$ cat src/rtl/shared_irq_router_pkg.sv
package shared_irq_router_pkg;
  localparam int BYTE_W         = 8;
  localparam int LINES_PER_WORD = 4;
  localparam int WORD_W         = BYTE_W * LINES_PER_WORD;

  // Strobes from control to datapath
  typedef struct packed {
    logic wrShared;  // write hits a shared-line word
    logic rdBanked;  // address selects a private (banked) word
  } routerStrobe_t;
endpackage

$ cat src/rtl/shared_irq_router_ctrl.sv
module shared_irq_router_ctrl
  import shared_irq_router_pkg::*;
#(
  parameter int NUM_LINES  = 128,
  parameter int PRIV_LINES = 32,
  localparam int ADDR_W     = $clog2(NUM_LINES / LINES_PER_WORD),
  localparam int PRIV_WORDS = PRIV_LINES / LINES_PER_WORD
) (
  input  logic              regWrEn,
  input  logic [ADDR_W-1:0] regAddr,
  output routerStrobe_t     strb,
  output logic [ADDR_W-1:0] sharedWord
);
  logic isBanked;

  always_comb begin
    isBanked      = (regAddr < ADDR_W'(PRIV_WORDS));
    strb.rdBanked = isBanked;
    strb.wrShared = regWrEn && !isBanked;
    sharedWord    = regAddr - ADDR_W'(PRIV_WORDS);
  end
endmodule

$ cat src/rtl/shared_irq_router_dp.sv
module shared_irq_router_dp
  import shared_irq_router_pkg::*;
#(
  parameter int NUM_CPUS   = 8,
  parameter int NUM_LINES  = 128,
  parameter int PRIV_LINES = 32,
  localparam int ADDR_W       = $clog2(NUM_LINES / LINES_PER_WORD),
  localparam int IDX_W        = (NUM_CPUS > 1) ? $clog2(NUM_CPUS) : 1,
  localparam int SHARED_LINES = NUM_LINES - PRIV_LINES,
  localparam int SHARED_WORDS = SHARED_LINES / LINES_PER_WORD
) (
  input  logic                             clk,
  input  logic                             rstN,
  input  routerStrobe_t                    strb,
  input  logic [ADDR_W-1:0]                sharedWord,
  input  logic [WORD_W-1:0]                regWrData,
  input  logic [IDX_W-1:0]                 cpuId,
  output logic [WORD_W-1:0]                regRdData,
  output logic [NUM_CPUS*SHARED_LINES-1:0] cpuTargetMap
);
  // One target index per shared line; the one-hot forms are rebuilt from it
  logic [IDX_W-1:0] tgtIdx [SHARED_LINES];

  function automatic logic [IDX_W-1:0] lowestSet(input logic [BYTE_W-1:0] b);
    logic [IDX_W-1:0] r;
    r = '0;
    for (int i = NUM_CPUS - 1; i >= 0; i--)
      if (b[i]) r = IDX_W'(i);
    return r;
  endfunction

  always_ff @(posedge clk or negedge rstN) begin
    if (!rstN) begin
      for (int j = 0; j < SHARED_LINES; j++) tgtIdx[j] <= '0;
    end else if (strb.wrShared) begin
      for (int w = 0; w < SHARED_WORDS; w++)
        if (sharedWord == ADDR_W'(w))
          for (int b = 0; b < LINES_PER_WORD; b++)
            tgtIdx[w*LINES_PER_WORD+b] <= lowestSet(regWrData[b*BYTE_W +: BYTE_W]);
    end
  end

  logic [WORD_W-1:0] rdShared;
  logic [WORD_W-1:0] rdBank;

  always_comb begin
    rdShared = '0;
    for (int w = 0; w < SHARED_WORDS; w++)
      if (sharedWord == ADDR_W'(w))
        for (int b = 0; b < LINES_PER_WORD; b++)
          rdShared[b*BYTE_W +: BYTE_W] = BYTE_W'(1) << tgtIdx[w*LINES_PER_WORD+b];
    for (int b = 0; b < LINES_PER_WORD; b++)
      rdBank[b*BYTE_W +: BYTE_W] = BYTE_W'(1) << cpuId;
    regRdData = strb.rdBanked ? rdBank : rdShared;
  end

  // Per-CPU bitmap: line j of CPU c sits at bit c*SHARED_LINES+j
  for (genvar c = 0; c < NUM_CPUS; c++) begin : g_cpu
    for (genvar j = 0; j < SHARED_LINES; j++) begin : g_line
      assign cpuTargetMap[c*SHARED_LINES+j] = (tgtIdx[j] == IDX_W'(c));
    end
  end
endmodule

$ cat src/rtl/shared_irq_router.sv
module shared_irq_router
  import shared_irq_router_pkg::*;
#(
  parameter int NUM_CPUS   = 8,   // at most one CPU per mask bit, so at most 8
  parameter int NUM_LINES  = 128,
  parameter int PRIV_LINES = 32,
  localparam int ADDR_W       = $clog2(NUM_LINES / LINES_PER_WORD),
  localparam int IDX_W        = (NUM_CPUS > 1) ? $clog2(NUM_CPUS) : 1,
  localparam int SHARED_LINES = NUM_LINES - PRIV_LINES
) (
  input  logic                             clk,
  input  logic                             rstN,
  input  logic                             regWrEn,
  input  logic [ADDR_W-1:0]                regAddr,
  input  logic [WORD_W-1:0]                regWrData,
  input  logic [IDX_W-1:0]                 cpuId,
  output logic [WORD_W-1:0]                regRdData,
  output logic [NUM_CPUS*SHARED_LINES-1:0] cpuTargetMap
);
  routerStrobe_t     strb;
  logic [ADDR_W-1:0] sharedWord;

  shared_irq_router_ctrl #(.NUM_LINES(NUM_LINES), .PRIV_LINES(PRIV_LINES)) ctrl_i (
    .regWrEn(regWrEn), .regAddr(regAddr), .strb(strb), .sharedWord(sharedWord)
  );

  shared_irq_router_dp #(.NUM_CPUS(NUM_CPUS), .NUM_LINES(NUM_LINES),
                         .PRIV_LINES(PRIV_LINES)) dp_i (
    .clk(clk), .rstN(rstN), .strb(strb), .sharedWord(sharedWord),
    .regWrData(regWrData), .cpuId(cpuId), .regRdData(regRdData),
    .cpuTargetMap(cpuTargetMap)
  );
endmodule

$ cat config.mk
export PLATFORM = sky130hd
export DESIGN_NAME = shared_irq_router
export DESIGN_NICKNAME = d
export VERILOG_FILES = /design/src/rtl/shared_irq_router_pkg.sv /design/src/rtl/shared_irq_router_ctrl.sv /design/src/rtl/shared_irq_router_dp.sv /design/src/rtl/shared_irq_router.sv
export SDC_FILE = /design/constraint.sdc
export NUM_CORES = 1
export LEC_CHECK = 0
export BUFFER_PORTS_ARGS = -buffer_cell sky130_fd_sc_hd__buf_4
export CAP_MARGIN = 15
export CELL_PAD_IN_SITES_DETAIL_PLACEMENT = 0
export CELL_PAD_IN_SITES_GLOBAL_PLACEMENT = 1
export CORE_AREA = 5 5 326 328
export DETAILED_ROUTE_END_ITERATION = 16
export DIE_AREA = 0 0 331 333
export GPL_TIMING_DRIVEN = 0
export PLACE_DENSITY_LB_ADDON = 0.3
export SYNTH_ARGS = -nofsm -noshare
export SYNTH_HDL_FRONTEND = slang
export SYNTH_HIERARCHICAL = 1
export SYNTH_SLANG_ARGS = --single-unit
$ cat constraint.sdc
create_clock -name clk -period 2.3 [get_ports clk]
set_clock_uncertainty 0.05 [all_clocks]
set_input_delay 0.115 -clock clk [delete_from_list [all_inputs] [get_ports clk]]
set_output_delay 0.115 -clock clk [all_outputs]
set_load 0.02 [all_outputs]
* Yosys cells after proc, flatten, opt, wreduce, memory -nomap -nowiden
Cells that the tools add are included.
Cells by class: $lt $le $gt $ge 1, reduce and logical (&&, ||, !) cells 123, equality and inequality tests 695, add/sub/neg operators 1, shifts and indexed selects 97, multiplexer cells 57
Operators with widths (number):
- $eq 3x3->1 const B | 384
- $mux 32 | 25
- $shl 1x3->8 const A | 97
- $eq 3x2->1 const B | 192
- $eq 3x1->1 const B | 96
- $logic_not 3->1 | 96
- $mux 3 | 32
- $reduce_and 2->1 | 24
- $eq 5x4->1 const B | 8
- $eq 5x5->1 const B | 8
- $eq 5x3->1 const B | 4
- $eq 5x2->1 const B | 2
- $eq 5x1->1 const B | 1
- $logic_not 5->1 | 1
- $lt 5x4->1 const B | 1
- $sub 5x4->5 const B | 1
- $logic_and 1x1->1 | 1
- $logic_not 1->1 | 1
Word-level totals: register bits 288, bits of input ports 43, word-level logic and storage cells 1070

* Logic depth before layout (Yosys ltp)
Gate-level depths: netlist (run 1).
word-level depth 27, gate-level depth with buffers 14

* Cells and area by module
The synthesis (run 1) kept the hierarchy.
Modules (own cells, without submodules):
- shared_irq_router_dp | sequential area each 7206.9 µm², instances 1, cells an instance 3559, area an instance 25000.2 µm²
- shared_irq_router_ctrl | sequential area each 0.0 µm², instances 1, cells an instance 9, area an instance 67.6 µm²

* Least setup slack after synthesis (run 1)
No wires, ideal clock.
path type register -> output, from reg dp_i/tgtIdx[261] (netlist bit), to out regRdData[1], cell stages (with the launch flop) 9, slack -449 ps, arrival 2584 ps, required time 2135 ps, path buffers 1, cells stage by stage dfrtp_1 > clkbuf_1 > nor3b_1 > mux4_2 > a2bb2oi_1 > or3b_1 > a21oi_1 > nor3_1 > o21ai_0
Between the ends: cells in the longest elaborated chain, start to end 24
Ends and longest elaborated chain:
- start, declared | line shared_irq_router_dp.sv:22 | logic [IDX_W-1:0] tgtIdx [SHARED_LINES];
- start signal, assigned by index | line shared_irq_router_dp.sv:39 | tgtIdx[w*LINES_PER_WORD+b] <= lowestSet(regWrData[b*BYTE_W +: BYTE_W]);
- $shl 1x3->8 | line shared_irq_router_dp.sv:51 | rdShared[b*BYTE_W +: BYTE_W] = BYTE_W'(1) << tgtIdx[w*LINES_PER_WORD+b];
- $mux 32 (22 in a row) | line shared_irq_router_dp.sv:49 | if (sharedWord == ADDR_W'(w))
- $mux 32 | line shared_irq_router_dp.sv:54 | regRdData = strb.rdBanked ? rdBank : rdShared;
- end, declared | line shared_irq_router.sv:17 | output logic [WORD_W-1:0] regRdData,
Every way passes these cells.

* Worst setup path in the final report (run 1)
from in regAddr[0], to out regRdData[9]
Between the ends: cells in the longest elaborated chain, start to end 27
Ends and longest elaborated chain:
- start, declared | line shared_irq_router.sv:14 | input logic [ADDR_W-1:0] regAddr,
- $sub 5x4->5 | line shared_irq_router_ctrl.sv:20 | sharedWord = regAddr - ADDR_W'(PRIV_WORDS);
- $logic_not 5->1 | line shared_irq_router_dp.sv:49
- $mux 32 (24 in a row) | line shared_irq_router_dp.sv:49
- $mux 32 * | line shared_irq_router_dp.sv:54
Mark *: on every way between the ends. The rest lies on a longest branch, timed or not.

==> results of run 1 <==
[cell type report]
type	count	area [um2]	area share (%)
repair buffers	1114	8960	21.5
diodes	9	22.5	0.0540
clock buffers	59	1180	2.84
clock inverters	8	100	0.240
flip-flops and latches	288	7340	17.6
plain buffers	318	2260	5.41
multi-input cells	2778	19900	47.8
inverters	45	198	0.474
well taps	1380	1730	4.14
[timing repair]
item	4_1_cts	5_1_grt
hold endpoints to repair	111	0
endpoints found under the setup margin	431	94
hold buffers	7	0
pin swaps	171	109
setup buffers	181	63
cloned	2	0
gates resized for setup	1063	198
[synthesized netlist by cell type, types with 7 or more instances]
cell	number
nand2_1	565
o21ai_0	441
clkbuf_1	369
nor2_1	328
dfrtp_1	288
nor3b_1	232
nor3_1	174
a21oi_1	126
and3_1	115
and3b_1	113
buf_2	69
inv_1	43
o22ai_1	41
nand2b_1	38
nand3_1	36
a22oi_1	35
mux2i_1	31
a211oi_1	30
nor4_1	29
a31oi_1	27
o211ai_1	26
and2_1	25
nor2b_1	23
o31ai_1	23
a221oi_1	21
o221ai_1	19
a21o_1	18
nand4b_1	16
or3_1	15
a22o_1	13
nand4_1	12
o21a_1	12
o2bb2ai_1	12
a2111oi_0	9
a2bb2oi_1	9
nor4b_1	9
o311ai_0	9
o41ai_1	9
or4_1	9
buf_1	8
buf_4	8
a211o_1	7
o2111ai_1	7
o31a_1	7
[where the power goes]
group | total (mW) | switching [mW] | internal [mW] | leakage (nW)
Sequential | 6.48 | 0.891 | 5.59 | 3.76
Clock | 6.42 | 2.66 | 3.76 | 0.629
Combinational | 10.8 | 7.10 | 3.72 | 14.4
Total | 23.7 | 10.7 | 13.1 | 18.8
[through the flow]
step	std cells	worst slack, ps
detailed placement	5812	-2630
floorplan	3568	-162
global placement	5787	-2710
global route	5993	-1150
CTS	5957	-1080
finish	5999	-1260
[kinds of logic after synthesis]
family / synth area share [%]
adders and majority gates: 0.0499
buffers and inverters: 8.05
xor gates and xnor gates: 0.0349
muxes: 1.96
AOI/OAI and AO/OA: 23.7
and+or+nand+nor: 37.5
DFF: 28.7
[worst paths after layout]
check / endpoint / depth (start not counted) / startpoint
min: dp_i/tgtIdx[4]$_DFFE_PN0P_ / 5 / regWrData[16]
max reg2reg: dp_i/tgtIdx[99]$_DFFE_PN0P_ / 3 / dp_i/tgtIdx[99]$_DFFE_PN0P_
min reg2reg: dp_i/tgtIdx[106]$_DFFE_PN0P_ / 2 / dp_i/tgtIdx[106]$_DFFE_PN0P_
min in group asynchronous: dp_i/tgtIdx[207]$_DFFE_PN0P_ / 3 / rstN
max in group asynchronous: dp_i/tgtIdx[0]$_DFFE_PN0P_ / 4 / rstN
max: regRdData[9] / 11 / regAddr[0]
[critical path, stage by stage]
cell,delay (ps)
buf_4,110
buf_6,220
nor2b_4,250
buf_8,260
buf_8,250
buf_8,260
a2bb2oi_1,140
o211ai_1,990
a211oi_4,250
o21ai_2,330
buf_6,160
[metal layers]
layer	vias to the layer above	GRT usage (%)	wire length, um
met4	10	25.5	19600
met3	849	14.7	32600
li1	14848	-	-
met2	3277	63.5	105000
met5	-	0	73
met1	18823	52.1	91300
==> metrics, run 1 <==
outcome finished, violations left; failing checks setup timing; Fillers ~11000; Core Util, Final 40.6%; final instance area 0.0417 mm2; max frequency 281 MHz; Setup-failing EPs final between 40 and 50; vias per cell 6.30; pin count of the biggest net entering global routing 106; post-synthesis sequential area ratio 28.7%; gr ovfl total 0; CTS Root Cell clkbuf_16; Arrival @ worst endpoint 3400 ps; Worst slew margin 9.03%; Tcrit/Tclk final 155%; buffer depth of the longest clock path 3; Worst-path clk slew 60 ps; Area contributors post-synth dfrtp_1, o21ai_0, nand2_1; vias in the first global route roughly 35000; first-pass GRT wire length 321 mm; Top Registers dp_i/tgtIdx (288); max_cap viols 0; final setup TNS -31000 ps; area of the core just over 0.1 mm2; Pwr Density roughly 570 mW/mm2; LEAKAGE 18.8 nW; GPL Wtd Cong between 1 and 1.5; flop2flop setup slack 1070 ps; commonest non-fill, non-tap cell in the layout buf_4; TritonCTS Buffers 39; Crit. End Element primary output; die height approximately 330 um; die area 0.110 mm2; clk sink count 288; area leader, netlist dfrtp_1; Initial DRT Pass Iterations 6; YS warnings 6; Die Wd 331 um; syn nets 3612; Avg WL per Cell 41.4 um; post-route setup slack -1260 ps; Reg with most FFs dp_i/tgtIdx; # rows 118; Post-synth EDFFs 0; Vias 37807; synthesized flop and latch total around 290; distinct cell type count after synthesis 93; synthesized area per cell 7.03 um2; Cell Area, Placed around 0.034 mm2; routed wire length 248 mm; most frequent cells in the layout buf_4, nand2_1, o21ai_0; DRT iter0 DRCs 5833; Setup CP Type in -> out; Total Power 23.7 mW; antenna violations before repair 29; # H-tree levels 2; clock latency at the later pin of the worst-skew pair 570 ps; top_reg_cell synth dfrtp_1; worst min-delay path category in -> reg; total track usage between 40% and 50%; asr flop ratio synth 100%; Final Max Slew Viols 0; RSZ-0062 raised after global routing yes; max reg flops 288; worst ir drop on vdd roughly 0.44 mV; Area Overhead vs Synth 66.5%; fin nets 4628; Mapped Cells approximately 3600; Initial Util 24.4%; Yosys top cell area share 28.7%; Worst Path Max Fanout 10; CP Launch Type input port; DPL Wire Length 196 mm; Final min period ~3600 ps; area of the mapped netlist 0.0251 mm2; Crit path required time 2130 ps; worst hold margin just over 20 ps; PortBufs ~840; DRC 0; CTS tree yes; Final Hold Vio Count 0; Final ANT Viol Nets 0; Slew @ Worst Pin 1360 ps; I/O pin count between 800 and 900; share of layout cells above drive strength 1 a little under half
No activity file was read; power rests on OpenSTA's default activity.
==> run 2: changes to the inputs <==
--- a/config.mk
+++ b/config.mk
@@ -13,6 +13,7 @@
 export DETAILED_ROUTE_END_ITERATION = 16
 export DIE_AREA = 0 0 331 333
 export GPL_TIMING_DRIVEN = 0
+export MAX_ROUTING_LAYER = met4
 export PLACE_DENSITY_LB_ADDON = 0.3
 export SYNTH_ARGS = -nofsm -noshare
 export SYNTH_HDL_FRONTEND = slang
==> constraint.sdc (replaced) <==
create_clock -name clk -period 2.3 [get_ports clk]
set_clock_uncertainty 0.05 [all_clocks]
set_input_delay 0.115 -clock clk [delete_from_list [all_inputs] [get_ports clk]]
set_output_delay 0.115 -clock clk [all_outputs]
set_load 0.05 [all_outputs]
==> metrics, run 2 (same netlist as run 1, synthesis figures left out) <==
outcome finished, violations left; failing checks setup timing; flop2flop setup slack 1070 ps; Comb power frac around 50%; CTS Root Cell clkbuf_16; Final Non-Filler Cells 6053; Arrival @ worst endpoint 3270 ps; max reg flops 288; DPL Wire Length 199 mm; Top Registers dp_i/tgtIdx (288); Crit path required time 2130 ps; sw frac 49.9%; Die Wd 331 um; clock latency at the later pin of the worst-skew pair 610 ps; gr ovfl total 0; post-route setup slack -1130 ps; I/O pin count 843; clk sink count 288; Setup-failing EPs final 58; max frequency roughly 290 MHz; Cell Area, Placed 0.0359 mm2; Final Max Slew Viols 0; Final min period 3430 ps; Tcrit/Tclk final 149%; pin count of the biggest net entering global routing 102; Worst slew margin ~11%; Vias about 38000; worst ir drop on vdd around 0.48 mV; total track usage 44.4%; Crit. End Element primary output; share of layout cells above drive strength 1 49.5%; Final ANT Viol Nets 0; GPL Wtd Cong 1.07; Total Power 27.3 mW; worst min-delay path category in -> reg; # H-tree levels 2; Final Hold Vio Count 0; buffer depth of the longest clock path 3; Avg WL per Cell 41.8 um; pre-CTS setup slack -2650 ps; DRT iter0 DRCs 5434; die area 0.110 mm2; commonest non-fill, non-tap cell in the layout buf_4; Pwr Density 623 mW/mm2; LEAKAGE ~20 nW; RSZ-0062 raised after global routing yes; vias per cell 6.31; DRC 0; die height 333 um; routed wire length 253 mm; power share of the clock group 25.6%; Placed Cells approximately 5800; final instance area 0.0438 mm2; Core Util, Final 42.6%; vias in the first global route approximately 35000; # rows 118; Area Overhead vs Synth 74.8%; max_cap viols 0; CTS tree yes; Initial DRT Pass Iterations 9; Reg with most FFs dp_i/tgtIdx; most frequent cells in the layout buf_4, nand2_1, o21ai_0; Setup CP Type in -> out; Slew @ Worst Pin 1340 ps; TritonCTS Buffers 41; Reg power frac 24.2%; area of the core 0.103 mm2; first-pass GRT wire length 326 mm; Worst-path clk slew 60 ps; Worst Path Max Fanout 11; Initial Util about 24%; internal power 13.7 mW; fin nets 4664; antenna violations before repair 18; PortBufs 839; Psw 13.6 mW; CP Launch Type input port
==> run 2: layer usage <==
metal / track usage, % / wire [um] / vias up
li1: - / - / 14971
met1: 53.1 / 94000 / 18978
met2: 65.0 / 107000 / 3290
met3: 14.6 / 31500 / 926
met4: 26.1 / 20200 / 0
met5: - / 0 / -
==> run 2: power groups by stage <==
stage	Combinational, mW	Clock (mW)	Sequential, mW
global placement	12.4	0	5.95
floorplan	7.55	0	5.87
global route	13.8	7.18	6.66
finish	13.7	6.98	6.60
CTS	13.0	7.03	6.47
detailed placement	12.5	0	5.96
==> run 2: metrics by stage <==
stage	TNS, ps	hold slack, ps
floorplan	-7730	-231
global placement	-985000	535
detailed placement	-378760	-138
CTS	-28900	3.79
global route	-29570	42.6
finish	-31700	37.5
==> run 2: layout make-up <==
cell class | count | area, um2
fill | 10652 | 59100
multi-input combinational | 2779 | 21200
timing repair buffer | 1152 | 9470
sequential | 288 | 7340
buffer | 313 | 2430
tap | 1380 | 1730
clock buffer | 49 | 1130
clock inverter | 25 | 282
inverter | 45 | 191
antenna | 22 | 55.1
==> run 2: worst paths after layout <==
| kind | depth (start not counted) | from | to |
|---|---|---|---|
| worst max-delay path | 12 | regAddr[0] | regRdData[22] |
| worst min-delay path | 5 | regWrData[17] | dp_i/tgtIdx[5]$_DFFE_PN0P_ |
| worst max register to register | 3 | dp_i/tgtIdx[99]$_DFFE_PN0P_ | dp_i/tgtIdx[99]$_DFFE_PN0P_ |
| worst min register to register | 2 | dp_i/tgtIdx[246]$_DFFE_PN0P_ | dp_i/tgtIdx[246]$_DFFE_PN0P_ |
| max in group asynchronous | 4 | rstN | dp_i/tgtIdx[106]$_DFFE_PN0P_ |
| min in group asynchronous | 3 | rstN | dp_i/tgtIdx[233]$_DFFE_PN0P_ |
==> run 2: critical path, stage by stage <==
cell	delay, ps
buf_4	150
buf_4	220
inv_4	270
buf_6	340
buf_4	260
buf_8	200
a22o_1	200
a211oi_4	110
o41ai_4	420
o211ai_1	470
nand3_4	310
buf_8	180
==> run 2: timing repair <==
action | CTS | global route
resized for setup | 913 | 346
hold buffers | 8 | 0
cloned | 5 | 2
pin swaps | 143 | 145
hold endpoints to repair | 110 | 0
setup endpoints to repair | 403 | 150
setup buffers | 179 | 100
